[src/rtl/ci_pkg.sv]
package ci_pkg;
  localparam int WORD_W = 128;

  typedef enum logic [2:0] {
    PH_IDLE   = 3'd0,
    PH_WRITE  = 3'd1,
    PH_EXPAND = 3'd2,
    PH_GEN    = 3'd3,
    PH_READ   = 3'd4
  } phase_t;

  typedef struct packed {
    logic dataPush;
    logic pop;
    logic ksFlush;
  } ctrlStrobes_t;
endpackage

[src/rtl/ci_fifo.sv]
module ci_fifo #(
  parameter int WIDTH = 128,
  parameter int DEPTH = 8
) (
  input  logic             clk,
  input  logic             rst,
  input  logic             push,
  input  logic             pop,
  input  logic             flush,
  input  logic [WIDTH-1:0] din,
  output logic [WIDTH-1:0] dout,
  output logic             empty,
  output logic             full
);
  localparam int AW = (DEPTH > 1) ? $clog2(DEPTH) : 1;
  localparam logic [AW:0] DEPTH_C = DEPTH[AW:0];

  logic [WIDTH-1:0] mem [DEPTH];
  logic [AW-1:0] wrPtr, rdPtr;
  logic [AW:0] count;
  logic doPush, doPop;

  assign empty  = (count == '0);
  assign full   = (count == DEPTH_C);
  assign doPush = push && !full;
  assign doPop  = pop && !empty;
  assign dout   = mem[rdPtr];

  function automatic logic [AW-1:0] nextPtr(input logic [AW-1:0] p);
    return (p == AW'(DEPTH - 1)) ? '0 : p + 1'b1;
  endfunction

  always_ff @(posedge clk) begin
    if (rst || flush) begin
      wrPtr <= '0;
      rdPtr <= '0;
      count <= '0;
    end else begin
      if (doPush) begin
        mem[wrPtr] <= din;
        wrPtr <= nextPtr(wrPtr);
      end
      if (doPop) rdPtr <= nextPtr(rdPtr);
      count <= count + (doPush ? 1'b1 : 1'b0) - (doPop ? 1'b1 : 1'b0);
    end
  end
endmodule

[src/rtl/ci_ctrl.sv]
module ci_ctrl
  import ci_pkg::*;
(
  input  logic         clk,
  input  logic         rst,
  input  logic         hostWrite,
  input  logic         hostRead,
  input  logic         keyDone,
  input  logic         genDone,
  input  logic         dataFull,
  input  logic         dataEmpty,
  input  logic         ksEmpty,
  output logic         expandReq,
  output logic         genRun,
  output ctrlStrobes_t strb,
  output phase_t       state
);
  phase_t nextState;
  logic expFlag;

  always_ff @(posedge clk) begin
    if (rst) begin
      state   <= PH_IDLE;
      expFlag <= 1'b0;
    end else begin
      state <= nextState;
      if (state == PH_EXPAND && keyDone) expFlag <= 1'b1;
    end
  end

  always_comb begin
    nextState = state;
    unique case (state)
      PH_IDLE:   if (hostWrite) nextState = PH_WRITE;
      PH_WRITE:  if (!hostWrite) nextState = expFlag ? PH_GEN : PH_EXPAND;
      PH_EXPAND: if (keyDone) nextState = PH_GEN;
      PH_GEN:    if (genDone && hostRead) nextState = PH_READ;
      PH_READ:   if (!hostRead) nextState = PH_IDLE;
      default:   nextState = PH_IDLE;
    endcase
  end

  assign expandReq     = (state == PH_EXPAND);
  assign genRun        = (state == PH_GEN) || (state == PH_READ);
  assign strb.dataPush = hostWrite && !dataFull &&
                         ((state == PH_IDLE) || (state == PH_WRITE));
  assign strb.pop      = (state == PH_READ) && hostRead && !dataEmpty && !ksEmpty;
  assign strb.ksFlush  = (state == PH_READ) && !hostRead;

  a_r3_expand_first: assert property (@(posedge clk) disable iff (rst)
    (state == PH_WRITE && !hostWrite && !expFlag) |=> (state == PH_EXPAND));
  a_r4_skip_expand: assert property (@(posedge clk) disable iff (rst)
    (state == PH_WRITE && !hostWrite && expFlag) |=> (state == PH_GEN && !expandReq));
  a_r5_expand_done: assert property (@(posedge clk) disable iff (rst)
    (state == PH_EXPAND && keyDone) |=> (state == PH_GEN && expFlag));
  a_r6_read_gate: assert property (@(posedge clk) disable iff (rst)
    (state == PH_GEN && !(genDone && hostRead)) |=> (state == PH_GEN));
  a_r9_leave_read: assert property (@(posedge clk) disable iff (rst)
    (state == PH_READ && !hostRead) |=> (state == PH_IDLE));
endmodule

[src/rtl/ci_datapath.sv]
module ci_datapath
  import ci_pkg::*;
#(
  parameter int DATA_DEPTH = 16,
  parameter int KS_DEPTH   = 8
) (
  input  logic              clk,
  input  logic              rst,
  input  ctrlStrobes_t      strb,
  input  logic [WORD_W-1:0] hostWrData,
  input  logic              ksPush,
  input  logic [WORD_W-1:0] ksData,
  output logic              dataFull,
  output logic              dataEmpty,
  output logic              ksEmpty,
  output logic              ksFull,
  output logic              outValid,
  output logic [WORD_W-1:0] outData
);
  logic [WORD_W-1:0] dataHead, ksHead;

  ci_fifo #(.WIDTH(WORD_W), .DEPTH(DATA_DEPTH)) uData (
    .clk(clk), .rst(rst), .push(strb.dataPush), .pop(strb.pop), .flush(1'b0),
    .din(hostWrData), .dout(dataHead), .empty(dataEmpty), .full(dataFull));

  ci_fifo #(.WIDTH(WORD_W), .DEPTH(KS_DEPTH)) uKs (
    .clk(clk), .rst(rst), .push(ksPush), .pop(strb.pop), .flush(strb.ksFlush),
    .din(ksData), .dout(ksHead), .empty(ksEmpty), .full(ksFull));

  always_ff @(posedge clk) begin
    if (rst) begin
      outValid <= 1'b0;
      outData  <= '0;
    end else begin
      outValid <= strb.pop;
      if (strb.pop) outData <= dataHead ^ ksHead;
    end
  end

  a_r8_pop_needs_both: assert property (@(posedge clk) disable iff (rst)
    strb.pop |-> (!dataEmpty && !ksEmpty));
  a_r9_flush_empties: assert property (@(posedge clk) disable iff (rst)
    strb.ksFlush |=> ksEmpty);
endmodule

[src/rtl/cipher_interposer.sv]
module cipher_interposer
  import ci_pkg::*;
#(
  parameter int DATA_DEPTH = 16,
  parameter int KS_DEPTH   = 8
) (
  input  logic         clk,
  input  logic         rst,
  input  logic         hostWrite,
  input  logic [127:0] hostWrData,
  input  logic         hostRead,
  output logic         expandReq,
  input  logic         keyDone,
  output logic         genRun,
  input  logic         genDone,
  input  logic         ksPush,
  input  logic [127:0] ksData,
  output logic         ksFull,
  output logic         outValid,
  output logic [127:0] outData,
  output logic [2:0]   phase
);
  ctrlStrobes_t strb;
  phase_t state;
  logic dataFull, dataEmpty, ksEmpty;

  ci_ctrl uCtrl (
    .clk(clk), .rst(rst), .hostWrite(hostWrite), .hostRead(hostRead),
    .keyDone(keyDone), .genDone(genDone), .dataFull(dataFull),
    .dataEmpty(dataEmpty), .ksEmpty(ksEmpty), .expandReq(expandReq),
    .genRun(genRun), .strb(strb), .state(state));

  ci_datapath #(.DATA_DEPTH(DATA_DEPTH), .KS_DEPTH(KS_DEPTH)) uPath (
    .clk(clk), .rst(rst), .strb(strb), .hostWrData(hostWrData),
    .ksPush(ksPush), .ksData(ksData), .dataFull(dataFull),
    .dataEmpty(dataEmpty), .ksEmpty(ksEmpty), .ksFull(ksFull),
    .outValid(outValid), .outData(outData));

  assign phase = state;
endmodule

[config.mk]
export PLATFORM = sky130hd
export DESIGN_NAME = cipher_interposer
export DESIGN_NICKNAME = d
export VERILOG_FILES = /design/src/rtl/ci_pkg.sv /design/src/rtl/ci_fifo.sv /design/src/rtl/ci_ctrl.sv /design/src/rtl/ci_datapath.sv /design/src/rtl/cipher_interposer.sv
export SDC_FILE = /design/constraint.sdc
export NUM_CORES = 2
export LEC_CHECK = 0
export BUFFER_PORTS_ARGS = -buffer_cell sky130_fd_sc_hd__buf_4
export CELL_PAD_IN_SITES_DETAIL_PLACEMENT = 2
export CELL_PAD_IN_SITES_GLOBAL_PLACEMENT = 2
export CORE_MARGIN = 3
export CORE_UTILIZATION = 50
export DETAILED_ROUTE_END_ITERATION = 10
export PLACE_DENSITY = 0.76
export SLEW_MARGIN = 20
export SYNTH_ARGS = -nofsm -noshare
export SYNTH_HDL_FRONTEND = slang
export SYNTH_SLANG_ARGS = --single-unit
[constraint.sdc]
create_clock -name clk -period 14.8 [get_ports clk]
set_clock_uncertainty 0.05 [all_clocks]
set_input_delay 0 -clock clk [delete_from_list [all_inputs] [get_ports clk]]
set_output_delay 0 -clock clk [all_outputs]
set_load 0.02 [all_outputs]
==> results.md, run 1 <==
- The run stopped with a tool error.
- The failing step is detailed placement (3_5_place_dp).
- The tool reported: "[ERROR DPL-0033] detailed placement checks failed during check placement".
- Once detailed placement completed, the half-perimeter wirelength came to around 240 mm.
- The most common cell in the synthesized netlist is sky130_fd_sc_hd__edfxtp_1.
- Pin placement for this block handled about 400 I/O pins.
- The leading register cell type out of synthesis is sky130_fd_sc_hd__edfxtp_1.
- The final weighted congestion in routability-driven placement is around 0.74.
- In the post-synthesis netlist, the biggest area contributors are sky130_fd_sc_hd__edfxtp_1 76%, sky130_fd_sc_hd__mux4_2 14%, sky130_fd_sc_hd__dfxtp_1 2.7%.
- During synthesis, Yosys emitted a total of 0 warnings.
- The starting density of the core is 0.503.
- The biggest area contributor in the post-synthesis netlist is sky130_fd_sc_hd__edfxtp_1.
- Of the synthesized area, sequential elements account for 0.788.
- The number of enable-type register cells in the synthesized netlist is a little over 3k.
- The die is roughly 500 um wide.
- Counting every net in the synthesized netlist gives 5524.
- Synthesis produced a netlist whose cell count is approximately 5.2k.
- The flip-flop and latch count after synthesis is between 3k and 4k.
- Port buffering added 397 buffers.
- The total number of placement rows is 180.
- Of the post-synthesis cell area, the dominant cell type holds 0.761.
- After synthesis, the mean cell area works out to between 20 and 25 sq um.
- By count the netlist is led by 3072 x sky130_fd_sc_hd__edfxtp_1, 768 x sky130_fd_sc_hd__mux4_2, 256 x sky130_fd_sc_hd__a22oi_1.
- The netlist uses 41 different library cells.
- After synthesis, the share of flip-flops with an asynchronous set or reset is 0.
- The post-synthesis instance area is between 0.1 and 0.15 sq mm.
- The floorplan die height is roughly 500 um.
## stage by stage
stage                   std cells  hold WS (ns)  cell area (sq um)  setup WS [ns]
after floorplan              5238        0.0489             121000           3.91
after global placement       8664         0.179             128000           9.22
## kinds of logic after synthesis
logic type,after synthesis,share of synthesized area
AND/OR/NAND/NOR,234,0.00806
adder cells (fa/ha/maj),23,0.00250
multiplexers,903,0.154
buffers and inverters,295,0.0109
AO/OA/AOI/OAI,412,0.0267
flip-flops,3235,0.788
XOR/XNOR,136,0.00983
==> run 2: changes to the inputs <==
--- a/config.mk
+++ b/config.mk
@@ -6,12 +6,10 @@
 export NUM_CORES = 2
 export LEC_CHECK = 0
 export BUFFER_PORTS_ARGS = -buffer_cell sky130_fd_sc_hd__buf_4
-export CELL_PAD_IN_SITES_DETAIL_PLACEMENT = 2
-export CELL_PAD_IN_SITES_GLOBAL_PLACEMENT = 2
 export CORE_MARGIN = 3
-export CORE_UTILIZATION = 50
+export CORE_UTILIZATION = 35
 export DETAILED_ROUTE_END_ITERATION = 10
-export PLACE_DENSITY = 0.76
+export PLACE_DENSITY_LB_ADDON = 0.15
 export SLEW_MARGIN = 20
 export SYNTH_ARGS = -nofsm -noshare
 export SYNTH_HDL_FRONTEND = slang
==> results.md, run 2 <==
- The path with the worst hold slack has its endpoint at uPath.uKs.wrPtr[0].
- The number of placed instances with taps included is between 10k and 15k.
- The post-layout worst setup margin is 10.01 ns.
- Clock-pin slew was measured on the worst setup and hold paths at 0.06 ns.
- The number of flip-flops in the largest register is around 2.0k.
- The number of failing setup endpoints in the final timing report is 0.
- The largest registers in the layout are uPath.uData.mem x2048, uPath.uKs.mem x1024, uPath.outData x128.
- Summed over all layers, the global routing overflow is 0.
- The net count of the finished layout is around 6.7k.
- The fraction of layout cells with a size suffix above 1 is 0.279.
- The initial antenna violation count is 63.
- Across every metal layer, demand over resource in global routing totals 0.185.
- On the worst path, the slowest cell contributes a delay of between 0.9 and 1 ns.
- The detail route stage leaves a number of antenna-violating nets equal to 0.
- The library cell used most frequently in the layout, excluding fill and tap cells, is sky130_fd_sc_hd__edfxtp_1.
- The die width is 594 um (+19%).
- The startpoint type of the worst setup path is a register.
- The number of gates resized after CTS is 0.
- Summing over every cut layer, the via total after detailed routing is 58.6k.
- The area of the die is ~0.35 sq mm.
- The worst setup path is captured at a register.
- After global routing, the most crowded layer is met2.
- The post-synthesis average cell area is 23.1 sq um (unchanged).
- The class of the tightest hold or removal check is in2reg.
- Based on the critical path, the design can be clocked at up to 0.209 GHz.
- The detailed placer's ending HPWL is 181 mm (-25%).
- The CTS tree is built.
- The number of unique standard cell types used by synthesis is 41 (unchanged).
- Among all stages on the critical path, the largest delay is contributed by sky130_fd_sc_hd__buf_4.
- The largest voltage drop on the vdd net is between 0.00009 and 0.0001 V.
- The top cell types in the final layout, fill and taps aside, are 3072 x sky130_fd_sc_hd__edfxtp_1, 768 x sky130_fd_sc_hd__mux4_2, 531 x sky130_fd_sc_hd__dlygate4sd3_1.
- The total routed wirelength is around 330 mm.
- The post-synthesis instance area came to 0.121 sq mm (unchanged).
- The count of endpoints failing hold in the final timing report is 0.
- Setup repair after global routing left no endpoint under its margin.
- For the worst setup path, the data required time is roughly 15 ns.
- The part of the cycle the worst path needs is 0.323.
- Dividing the detail-routed wire length by the instance count gives 29.4 um.
- The endpoint of the lowest-slack register-to-register path is uPath.uData.mem[12][36].
- The cell area power density is 135 mW/mm^2.
- The number of enable-type register cells in the synthesized netlist is 3072 (unchanged).
- The maximum net fanout on the critical path is 42.
- The biggest area consumer among synthesized cells is sky130_fd_sc_hd__edfxtp_1.
- Counting every sink on the clock net gives between 3k and 4k.
- In the global route stage, met3 resource usage came out at 0.0325.
- The fraction of met2 tracks used by global routing is 0.309.
- The initial DRC count is around 4.8k.
- The detailed-routing iteration count for the pre-antenna-repair pass is 5.
- The net count after synthesis came to 5524 (unchanged).
- The number of global-route vias before repair was 61.9k.
- The final max-slew violation count is 0.
- The final weighted congestion in routability-driven placement is 0.710 (-3.9%).
- The commonest cells after synthesis are 3072 x sky130_fd_sc_hd__edfxtp_1, 768 x sky130_fd_sc_hd__mux4_2, 256 x sky130_fd_sc_hd__a22oi_1.
- The count of max-cap constraint violations is 0.
- Data on the critical path arrives at its endpoint at ~5.3 ns.
- The clock latency of the later-clocked register in the worst-skew pair is roughly 0.93 ns.
- Among all cell types in the netlist, the one instantiated most often is sky130_fd_sc_hd__edfxtp_1.
- The level count of the clock H-tree is 5.
- For this run, global-route usage on met1 was measured as 0.252.
- Prior to clock tree synthesis, the placed netlist has a worst setup slack of about 10 ns.
- The first-pass GRT wire length is approximately 470 mm.
- From synthesis to final layout, the design area changed by 21.4%.
- The total of fill cells in the finished design is 29.9k.
- The root buffer cell chosen for the clock tree is sky130_fd_sc_hd__clkbuf_16.
- The number of clock buffers inserted by TritonCTS is about 360.
- The leakage power is 45.8 nW.
- The fraction of synthesized cell area taken by the top area cell type is 0.761 (unchanged).
- The startpoint of the worst hold path is ksPush.
- The starting density of the core is 0.353 (-0.151).
- The register area share after synthesis came to 0.788 (unchanged).
- The startpoint identified for the worst register-to-register timing path is uPath.uData.count[2].
- The signal on the critical path passes through inv_1, ha_1, nor3b_1, a211oi_1, nand3_1, nor2_4, buf_4, buf_4.
- The remaining design rule violation count is 0.
- The leading register cell type out of synthesis is sky130_fd_sc_hd__edfxtp_1.
- The total of buffers placed on input and output ports is 397 (unchanged).
- The deepest clock path buffer count is 4.
- Summing internal, switching and leakage power gives slightly below 20 mW.
- The run finished with clean final reports.
- The pin count of the biggest net entering global routing is 120.
- The register-to-register path setup slack is ~10 ns.
- The critical path in this run is classified as reg2reg.
- The combined area of the multi-input logic cells is roughly 0.025 sq mm.
- The most frequent cell on the critical path is sky130_fd_sc_hd__buf_4.
- The flip-flop and latch count after synthesis is 3235 (unchanged).
- The register with the most flip-flops in the final layout is uPath.uData.mem.
- Counting I/O delays and the setup requirement, the final critical path takes 4.79 ns.
- In the post-synthesis netlist, the biggest area contributors are sky130_fd_sc_hd__edfxtp_1 76%, sky130_fd_sc_hd__mux4_2 14%, sky130_fd_sc_hd__dfxtp_1 2.7%.
- The post-synthesis async set-or-reset flop share is 0 (unchanged).
- The via-per-instance ratio is 5.20.
- The summed negative setup slack over all endpoints is 0 ns.
- The relative max-transition margin is 0.237.
- The number of standard cells after synthesis is 5238 (unchanged).
- On the final layout, the worst hold slack is roughly 0.098 ns.
- The number of top-level design ports is 398 (unchanged).
- The worst hold path depth is 5.
- The transition time of the tightest slew-check pin is approximately 1.1 ns.
- The area of the core region is 0.344 sq mm.
- The total number of yosys warnings came to 0 (unchanged).
- Measured in cells, the most critical reg-to-reg path has a length of 8.
- The total number of placement rows is 215 (+19%).
- Registers take roughly 0.096 sq mm.
- The count of cells in the finished layout, fillers not included, comes to between 10k and 15k.
- The floorplan die height is 594 um (+19%).
==> run 2: cell counts after synthesis <==
No cell type changed its count.
==> run 2: where the power goes <==
group | total (mW) | switching [mW] | internal [mW]
sequential | 10.2 | 0.0368 | 10.2
clock | 8.77 | 3.63 | 5.14
combinational | 0.822 | 0.481 | 0.341
total | 19.8 | 4.15 | 15.7
==> run 2: area by class of cell <==
| type | count | area share |
|---|---|---|
| flip-flops and latches | 3235 | 0.650 |
| clock buffers | 477 | 0.0669 |
| multi-input cells | 1708 | 0.167 |
| repair buffers | 1061 | 0.0643 |
| well taps | 4557 | 0.0388 |
| inverters | 19 | 0.000485 |
| clock inverters | 187 | 0.0123 |
| diodes | 22 | 0.000374 |
==> run 2: layer usage <==
metal,vias up,routed length [um]
li1,24639,-
met1,31841,142000
met2,1568,164000
met3,517,16800
met4,18,8290
met5,-,107
==> run 2: timing repair <==
| action | 4_1_cts | 5_1_grt |
|---|---|---|
| buffers inserted | 0 | 0 |
| endpoints found under the hold margin | 3124 | 0 |
| hold buffers | 531 | 0 |
==> run 2: worst max path at each step <==
stage | endpoint | cells after the start | slack, ns | start
2_1_floorplan | uPath.uData.mem[4][0] | 6 | 3.91 | uPath.uData.count[2]
3_5_place_dp | uPath.uData.mem[12][42] | 8 | 9.80 | uPath.uData.count[2]
3_3_place_gp | uPath.uData.mem[12][42] | 8 | 9.76 | uPath.uData.count[2]
5_1_grt | uPath.outData[14] | 8 | 9.57 | register
6_report | uPath.uData.mem[12][36] | 8 | 10.01 | uPath.uData.count[2]
4_1_cts | uPath.uData.mem[12][45] | 8 | 9.81 | uPath.uData.count[2]
==> run 2: critical path, delay by kind of cell, from the launching register on <==
kind | cells | cell delay (ns)
flip-flops | 1 | 0.33
AND/OR/NAND/NOR | 3 | 1.42
AO/OA/AOI/OAI | 1 | 0.60
buffers and inverters | 3 | 1.73
adder cells (fa/ha/maj) | 1 | 0.19
==> run 2: kinds of logic (layout without fill, tap and decap cells) <==
family	count (synthesis)	after routing	share of synthesized area
mux	903	903	0.154
flops	3235	3235	0.788
simple gates	234	234	0.00806
compound gates	412	412	0.0267
xor+xnor	136	136	0.00983
other cells	0	22	0
fa+ha+maj	23	23	0.00250
buf+inv	295	1744	0.0109
==> run 2: per-stage QoR <==
stage	cell area, sq um	utilization
2_1_floorplan	121000	-
3_3_place_gp	130000	0.378
3_5_place_dp	130000	0.378
4_1_cts	147000	0.428
5_1_grt	147000	0.428
6_report	147000	0.428
Power figures use the tool's default switching activity.
